===== config.mk =====
export PLATFORM = sky130hd
export DESIGN_NAME = sym_pair_injector
export DESIGN_NICKNAME = d
export VERILOG_FILES = /design/src/rtl/sym_inj_pkg.sv /design/src/rtl/sym_inj_ctrl.sv /design/src/rtl/sym_inj_counter.sv /design/src/rtl/sym_inj_outstage.sv /design/src/rtl/sym_pair_injector.sv
export SDC_FILE = /design/constraint.sdc
export NUM_CORES = 1
export LEC_CHECK = 0
export BUFFER_PORTS_ARGS = -buffer_cell sky130_fd_sc_hd__buf_4
export CAP_MARGIN = 20
export CORE_MARGIN = 2
export CORE_UTILIZATION = 47
export DETAILED_ROUTE_END_ITERATION = 10
export GPL_TIMING_DRIVEN = 1
export PLACE_DENSITY_LB_ADDON = 0.05
export SLEW_MARGIN = 20
export SYNTH_ARGS = -nofsm -noshare
export SYNTH_HDL_FRONTEND = slang
export SYNTH_SLANG_ARGS = --single-unit

===== constraint.sdc =====
create_clock -name clk -period 1.5 [get_ports clk]
set_input_delay 0.15 -clock clk [delete_from_list [all_inputs] [get_ports clk]]
set_output_delay 0.15 -clock clk [all_outputs]
set_load 0.02 [all_outputs]

===== src/rtl/sym_inj_pkg.sv =====
package sym_inj_pkg;
  typedef enum logic [1:0] {
    MODE_OFF   = 2'b00,
    MODE_ONE   = 2'b01,
    MODE_PER   = 2'b10,
    MODE_PERJK = 2'b11
  } inj_mode_e;
endpackage


===== src/rtl/sym_inj_ctrl.sv =====
module sym_inj_ctrl
  import sym_inj_pkg::*;
(
  input  logic       clk,
  input  logic       rst_n,
  input  logic       ctl_wr,
  input  logic [1:0] ctl_wdata,
  input  logic       is_data,
  output inj_mode_e  mode
);
  inj_mode_e mode_q, mode_d;
  logic      mode_en;

  always_comb begin
    mode_d  = mode_q;
    mode_en = 1'b0;
    if (ctl_wr) begin
      mode_d  = inj_mode_e'(ctl_wdata);
      mode_en = 1'b1;
    end else if (mode_q == MODE_ONE && is_data) begin
      mode_d  = MODE_OFF;
      mode_en = 1'b1;
    end
  end

  always_ff @(posedge clk or negedge rst_n) begin
    if (!rst_n)       mode_q <= MODE_OFF;
    else if (mode_en) mode_q <= mode_d;
  end

  assign mode = mode_q;

  AST_ONESHOT_CLEARS: assert property (@(posedge clk) disable iff (!rst_n)
    (mode_q == MODE_ONE && is_data && !ctl_wr) |=> (mode_q == MODE_OFF));
  AST_WRITE_WINS: assert property (@(posedge clk) disable iff (!rst_n)
    ctl_wr |=> (mode_q == $past(ctl_wdata)));
endmodule


===== src/rtl/sym_inj_counter.sv =====
module sym_inj_counter
  import sym_inj_pkg::*;
#(
  parameter int CW = 8
) (
  input  logic          clk,
  input  logic          rst_n,
  input  inj_mode_e     mode,
  input  logic [CW-1:0] thr,
  input  logic          ctl_wr,
  input  logic          is_data,
  input  logic          is_jk,
  input  logic          rd_stb,
  output logic          fire,
  output logic [CW-1:0] cnt_snap
);
  logic [CW-1:0] cnt_q, cnt_d;
  logic          cnt_en;
  logic [CW-1:0] snap_q;
  logic          periodic;
  logic          at_zero;
  logic          jk_reload;

  assign periodic  = (mode == MODE_PER) || (mode == MODE_PERJK);
  assign at_zero   = (cnt_q == '0);
  assign jk_reload = (mode == MODE_PERJK) && is_jk;
  assign fire      = is_data && ((mode == MODE_ONE) || (periodic && at_zero));

  always_comb begin
    cnt_d  = cnt_q;
    cnt_en = 1'b0;
    if (ctl_wr) begin
      cnt_d  = thr;
      cnt_en = 1'b1;
    end else if (periodic && is_data) begin
      cnt_d  = at_zero ? thr : (cnt_q - 1'b1);
      cnt_en = 1'b1;
    end else if (jk_reload) begin
      cnt_d  = thr;
      cnt_en = 1'b1;
    end
  end

  always_ff @(posedge clk or negedge rst_n) begin
    if (!rst_n)      cnt_q <= '0;
    else if (cnt_en) cnt_q <= cnt_d;
  end

  always_ff @(posedge clk or negedge rst_n) begin
    if (!rst_n)      snap_q <= '0;
    else if (rd_stb) snap_q <= cnt_q;
  end

  assign cnt_snap = snap_q;

  AST_CNT_DECREMENT: assert property (@(posedge clk) disable iff (!rst_n)
    (periodic && is_data && !at_zero && !ctl_wr) |=> (cnt_q == CW'($past(cnt_q) - 1'b1)));
  AST_NONDATA_HOLDS: assert property (@(posedge clk) disable iff (!rst_n)
    (!is_data && !ctl_wr && !jk_reload) |=> $stable(cnt_q));
  AST_JK_RELOAD: assert property (@(posedge clk) disable iff (!rst_n)
    (jk_reload && !ctl_wr) |=> (cnt_q == $past(thr)));
endmodule


===== src/rtl/sym_inj_outstage.sv =====
module sym_inj_outstage #(
  parameter int BW = 8,
  parameter int SW = 5
) (
  input  logic           clk,
  input  logic           rst_n,
  input  logic           in_valid,
  input  logic           in_ctl,
  input  logic [BW-1:0]  in_byte,
  input  logic           fire,
  input  logic [SW-1:0]  sym_a,
  input  logic [SW-1:0]  sym_b,
  output logic           out_valid,
  output logic           out_ctl,
  output logic [BW-1:0]  out_byte,
  output logic           out_inj,
  output logic [2*SW-1:0] out_code
);
  logic [2*SW-1:0] code_d;

  assign code_d = fire ? {sym_a, sym_b} : '0;

  always_ff @(posedge clk or negedge rst_n) begin
    if (!rst_n) begin
      out_valid <= 1'b0;
      out_ctl   <= 1'b0;
      out_byte  <= '0;
      out_inj   <= 1'b0;
      out_code  <= '0;
    end else begin
      out_valid <= in_valid;
      out_ctl   <= in_ctl;
      out_byte  <= in_byte;
      out_inj   <= fire;
      out_code  <= code_d;
    end
  end

  AST_INJ_ONLY_DATA: assert property (@(posedge clk) disable iff (!rst_n)
    out_inj |-> (out_valid && !out_ctl));
  AST_INJ_CODE: assert property (@(posedge clk) disable iff (!rst_n)
    fire |=> (out_code == $past({sym_a, sym_b})));
endmodule


===== src/rtl/sym_pair_injector.sv =====
module sym_pair_injector
  import sym_inj_pkg::*;
#(
  parameter int          CW      = 8,
  parameter int          BW      = 8,
  parameter int          SW      = 5,
  parameter logic [7:0]  JK_CODE = 8'hD5
) (
  input  logic            clk,
  input  logic            rst_n,
  input  logic            in_valid,
  input  logic            in_ctl,
  input  logic [BW-1:0]   in_byte,
  input  logic [CW-1:0]   thr,
  input  logic [SW-1:0]   sym_a,
  input  logic [SW-1:0]   sym_b,
  input  logic            ctl_wr,
  input  logic [1:0]      ctl_wdata,
  input  logic            rd_stb,
  output logic            out_valid,
  output logic            out_ctl,
  output logic [BW-1:0]   out_byte,
  output logic            out_inj,
  output logic [2*SW-1:0] out_code,
  output logic [1:0]      ctl_q,
  output logic [CW-1:0]   cnt_snap
);
  localparam int RSYNC = 2;

  logic [RSYNC-1:0] rst_pipe;
  logic             rst_s_n;
  inj_mode_e        mode;
  logic             is_data;
  logic             is_jk;
  logic             fire;

  always_ff @(posedge clk or negedge rst_n) begin
    if (!rst_n) rst_pipe <= '0;
    else        rst_pipe <= {rst_pipe[RSYNC-2:0], 1'b1};
  end
  assign rst_s_n = rst_pipe[RSYNC-1];

  assign is_data = in_valid && !in_ctl;
  assign is_jk   = in_valid && in_ctl && (in_byte == BW'(JK_CODE));

  sym_inj_ctrl u_ctrl (
    .clk       (clk),
    .rst_n     (rst_s_n),
    .ctl_wr    (ctl_wr),
    .ctl_wdata (ctl_wdata),
    .is_data   (is_data),
    .mode      (mode)
  );

  sym_inj_counter #(.CW(CW)) u_cnt (
    .clk      (clk),
    .rst_n    (rst_s_n),
    .mode     (mode),
    .thr      (thr),
    .ctl_wr   (ctl_wr),
    .is_data  (is_data),
    .is_jk    (is_jk),
    .rd_stb   (rd_stb),
    .fire     (fire),
    .cnt_snap (cnt_snap)
  );

  sym_inj_outstage #(.BW(BW), .SW(SW)) u_out (
    .clk       (clk),
    .rst_n     (rst_s_n),
    .in_valid  (in_valid),
    .in_ctl    (in_ctl),
    .in_byte   (in_byte),
    .fire      (fire),
    .sym_a     (sym_a),
    .sym_b     (sym_b),
    .out_valid (out_valid),
    .out_ctl   (out_ctl),
    .out_byte  (out_byte),
    .out_inj   (out_inj),
    .out_code  (out_code)
  );

  assign ctl_q = mode;

  AST_OFF_NO_INJ: assert property (@(posedge clk) disable iff (!rst_s_n)
    (mode == MODE_OFF) |=> !out_inj);
  AST_PASS_LATENCY: assert property (@(posedge clk) disable iff (!rst_s_n)
    in_valid |=> (out_valid && out_byte == $past(in_byte)));
endmodule


; ---- Yosys cells after proc, flatten, opt, wreduce, memory -nomap -nowiden
; Index checks and enable logic that the tools add are counted.
[totals]
ff_bits = 41
input_bits = 34
out_inout_bits = 31
elab_cells = 42
[classes]
add_sub_neg = 1
eq_ne = 4
mux = 12
n_reduce_logical = 16
[op_table]
columns = op, count
row1 = 8-bit 2-to-1 mux, 4
row2 = 10-bit 2-to-1 mux, 1
row3 = 8-bit equality test (second input constant), 1
row4 = 1-bit logical AND, 8
row5 = 8-bit zero test, 1
row6 = 8-bit by 1-bit subtractor with 8-bit output (second input constant), 1
row7 = 1-bit 2-to-1 mux, 5
row8 = 2-bit equality test (second input constant), 2
row9 = 2-bit 2-to-1 mux, 2
row10 = 2-bit AND reduction, 2
row11 = 3-bit nonzero test, 1
row12 = 2-bit by 1-bit equality test with 1-bit output (second input constant), 1
row13 = 1-bit logical OR, 2
row14 = 2-bit nonzero test, 1
row15 = 1-bit zero test, 1

; ---- Depth between registers and ports, before layout
[depth]
ltp_word = 7
ltp_mapped = 7
depth_no_buf = 6

; ---- Cells and area by module
; Synthesis repeated with hierarchy kept, for this count alone.
[hier_totals]
hier_cells = 127
area_unflattened_um2 = 1669.1
[modules_own_cells]
columns = mod, n_inst, cells_per_inst, area_per_inst_um2, seq_area_each_um2
row1 = sym_inj_counter, 1, 82, 905.9, 400.4
row2 = sym_inj_outstage, 1, 31, 588.1, 525.5
row3 = sym_pair_injector, 1, 7, 88.8, 50.0
row4 = sym_inj_ctrl, 1, 7, 86.3, 50.0

; ---- Worst setup path after synthesis
; Ideal clock, no wire load.
[synth_timing]
path_kind = register to register
start = register u_cnt.cnt_q[0]
end = register u_cnt.cnt_q[7]
setup_ps = 121
arrival_time_ps = 1764
required_ps = 1379
path_slack_ps = -385
path_stages_with_launch = 8
path_buffers = 1
period_less_slack_ps = 1885
path_cell_list = dfrtp_1 > inv_1 > ha_1 > nor3b_4 > a211oi_2 > buf_6 > mux2_4 > o22a_1
[synth_via]
elab_chain_cells = 4
[synth_lines]
columns = item, line
row1 = from (decl), sym_inj_counter.sv:17  ; logic [CW-1:0] cnt_q, cnt_d;
row2 = from (signal assigned), sym_inj_counter.sv:46  ; else if (cnt_en) cnt_q <= cnt_d;
row3 = 8-bit by 1-bit subtractor with 8-bit output or 8-bit zero test (tied branches), "sym_inj_counter.sv:36, sym_inj_counter.sv:25"
row4 = 8-bit 2-to-1 mux (*), sym_inj_counter.sv:36  ; cnt_d = at_zero ? thr : (cnt_q - 1'b1);
row5 = 8-bit 2-to-1 mux (*), sym_inj_counter.sv:35  ; end else if (periodic && is_data) begin
row6 = 8-bit 2-to-1 mux (*), sym_inj_counter.sv:32  ; if (ctl_wr) begin
; Every way passes the cells marked *; elsewhere a longest branch is shown, timed or not.
; A chain may end at the register's enable or synchronous reset.

; ---- Worst setup path in the final report
[layout_timing]
start = register u_cnt.cnt_q[1]
end = register u_cnt.cnt_q[2]
; The elaborated chain is that of the path after synthesis.

==> out/qor.txt <==
Vias: 1384
# fillers: 222
Diodes inserted: 0
post-synthesis sequential area ratio: 62.74%
number of remaining DRC errors: 0
Pins Over Slew Limit: 0
Cell Pwr Density: 926.0 nW/um^2
worst reg2reg startpoint: u_cnt.cnt_q[1]
CP startpoint kind: flop
CP Depth: 7
post-route ant nets: 0
gr usage total: 20.87%
vias per cell: 4.856
CP Class: flop to flop
family with the most delay on the worst path: compound AO/OA/AOI/OAI gates
routed length per instance: 13.53 microns
Avg Cell Area, Syn: 12.98 sq um
Mapped Cells: 126
slowest library cell on the worst path: dfrtp_1
Crit. End Element: flop
DIE AREA: 3967 sq um
Die H: 62.99 microns
DRT iter0 DRCs: 37
# port buffers: 64
most frequent cell after synthesis: dfrtp_1
post-synth top area share: 62.74%
clk sink count: 41
ranking of synthesized cells by area: dfrtp_1, mux2_2, and2_1
Synth Cell Area: 1635 sq um
crit path from: u_cnt.cnt_q[1]
R2R Setup Slk: -0.26 ns
Setup violations, final: 19
Tmin final: 1.763 ns
reg2reg end: u_cnt.cnt_q[2]
# rows: 21
H-tree levels: 2
Starting Density: 49.01%
post-synth top area cell: dfrtp_1
CORE AREA: 3337 sq um
CTS tree: built
Final Hold Vio Count: 0
post-synthesis register bit count: 41
RSZ-0062 raised after global routing: true
CP max stage delay: 0.39 ns
fmax: 567.4 MHz
vias in the first global route: 1482
Final Power: 2.451 mW
clk root buf: clkbuf_4
max cap viols: 0
Lkg Pwr: 1.271 nW
GPL Wtd Cong: 0.8037
Worst VDD drop: 0.5776 mV
top-level I/O count: 65
Post-synth EDFFs: 0
DRT Pass-1 Iters: 4
synth cell count leaders: dfrtp_1, mux2_2, and2_1
status: finished with violations
Setup WS pre-CTS: -0.3486 ns
largest net degree at the start of global routing: 40
failing checks: negative setup slack
hold path depth: 3
CTS max path bufs: 2
Total Wirelength: 3.855 mm
CP Max Fanout: 4
CP Buf/Inv Count: 2
Die W: 62.99 microns
Skew-Pair Late Insertion Delay: 0.34 ns
Reg clk slew, reported paths: 0.11 ns
syn nets: 161
asr flop ratio synth: 100.0%
WP data required: 1.74 ns
Final #Nets: 273
grt total ovfl: 0
yosys synthesis warning count: 0
Post-Route Skew: 0.005215 ns
hpwl dp: 2.696 mm
synth unique cells: 33
Setup WS post-layout: -0.2625 ns
global-route wire length before repair: 6.375 mm
Setup crit end: u_cnt.cnt_q[2]
Final Util: 79.30%
Synth Flop Type: dfrtp_1
initial antenna violation count: 0
TritonCTS Buffers: 5
Area Growth Syn to Fin: 61.82%
Tcrit/Tclk final: 117.5%
CP Data Arrival Time: 2.00 ns
cells along the critical path: inv_2 > ha_4 > nor3b_4 > a211oi_4 > buf_6 > mux2_4 > o22a_1
Hold Path Class: input pin to flop
worst-case reg-to-reg path depth: 7
share of post-route cells with drive strength above 1: 51.05%
==> worst min-delay path by stage <==
stage / slack (ns) / end / from
after CTS: 0.002 / u_out.out_code[4] / sym_b[4]
after global placement: -0.07 / rst_pipe[1] / rst_n
after floorplan: -0.15 / rst_pipe[0] / rst_n
final: 0.01 / u_ctrl.mode[0] / ctl_wdata[0]
after global routing: 0.007 / u_out.out_code[4] / sym_b[4]
after detailed placement: -0.07 / rst_pipe[0] / rst_n
==> area by class of cell <==
| class | count | area (sq um) | share of cell area (%) |
|---|---|---|---|
| clock buffers | 5 | 37.54 | 1.418 |
| flip-flops and latches | 41 | 1026 | 38.77 |
| multi-input cells | 75 | 614.3 | 23.22 |
| inverters | 6 | 22.52 | 0.8511 |
| repair buffers | 109 | 870.8 | 32.91 |
| well taps | 46 | 57.56 | 2.175 |
| clock inverters | 3 | 17.52 | 0.6619 |
==> metal layers <==
metal / share of wire [%] / routed length (microns) / track usage, % / vias up
met3: 5.1 / 196 / 6.306 / 5
li1: - / - / - / 660
met4: 1.5 / 57 / 7.500 / 0
met1: 38 / 1455 / 22.29 / 681
met5: 0 / 0 / 0 / -
met2: 56 / 2146 / 38.43 / 38
==> worst min-delay path, stage by stage <==
cell and delay, ns:
buf_4 0.08, nand2_1 0.04, o21ai_0 0.06
==> sequential cells by signal, summed over array words and instances, names as in the netlist <==
name             flops
u_out.out_byte       8
rst_pipe             2
u_cnt.cnt_snap       8
u_out.out_inj        1
u_ctrl.mode          2
u_out.out_code      10
u_out.out_ctl        1
u_cnt.cnt_q          8
u_out.out_valid      1
==> cells in the final DEF (no fill, tap or decap), types with 2 or more instances in the layout <==
| master | instances |
|---|---|
| dlygate4sd3_1 | 18 |
| mux2_4 | 4 |
| a21oi_1 | 6 |
| nand2b_1 | 4 |
| inv_1 | 4 |
| nand3b_1 | 2 |
| buf_6 | 2 |
| nand3_1 | 3 |
| buf_4 | 89 |
| o21ai_0 | 2 |
| nand2_1 | 6 |
| mux2i_1 | 2 |
| clkinv_2 | 2 |
| o22ai_1 | 2 |
| inv_2 | 2 |
| o22a_1 | 4 |
| mux2_2 | 9 |
| and2_1 | 11 |
| nor3_1 | 2 |
| nor2_1 | 3 |
| clkbuf_4 | 5 |
| dfrtp_1 | 41 |
==> where the power goes <==
group | internal, mW | leakage (nW) | switching [mW]
combinational | 0.368 | 0.739 | 0.294
clock | 0.177 | 0.0310 | 0.346
sequential | 1.20 | 0.501 | 0.0648
==> kinds of logic (layout without fill, tap and decap cells) <==
logic type / after synthesis / in the layout / share of synthesized area [%]
AOI/OAI and AO/OA: 20 / 20 / 8.646
buffers and inverters: 10 / 123 / 2.754
DFF: 41 / 41 / 62.74
muxes: 15 / 15 / 10.41
other: 1 / 1 / 0.2293
and+or+nand+nor: 38 / 38 / 14.46
adders and majority gates: 1 / 1 / 0.7650
==> stage by stage <==
| step | cell area, sq um | std cells | TNS [ns] | hold slack (ns) |
|---|---|---|---|---|
| after global placement | 2340 | 254 | -2.774 | -0.06824 |
| after floorplan | 1660 | 126 | -1.674 | -0.1456 |
| after CTS | 2610 | 282 | -2.913 | 0.002090 |
| final | 2646 | 285 | -2.989 | 0.01211 |
| after detailed placement | 2340 | 254 | -3.337 | -0.06682 |
| after global routing | 2646 | 285 | -4.627 | 0.007404 |
==> timing repair <==
item	4_1_cts	5_1_grt
endpoints found under the setup margin	19	19
hold buffers	16	2
pin swaps	2	1
buffers inserted	4	1
gates resized for setup	5	2
endpoints found under the hold margin	17	2
Power figures use the tool's default switching activity.
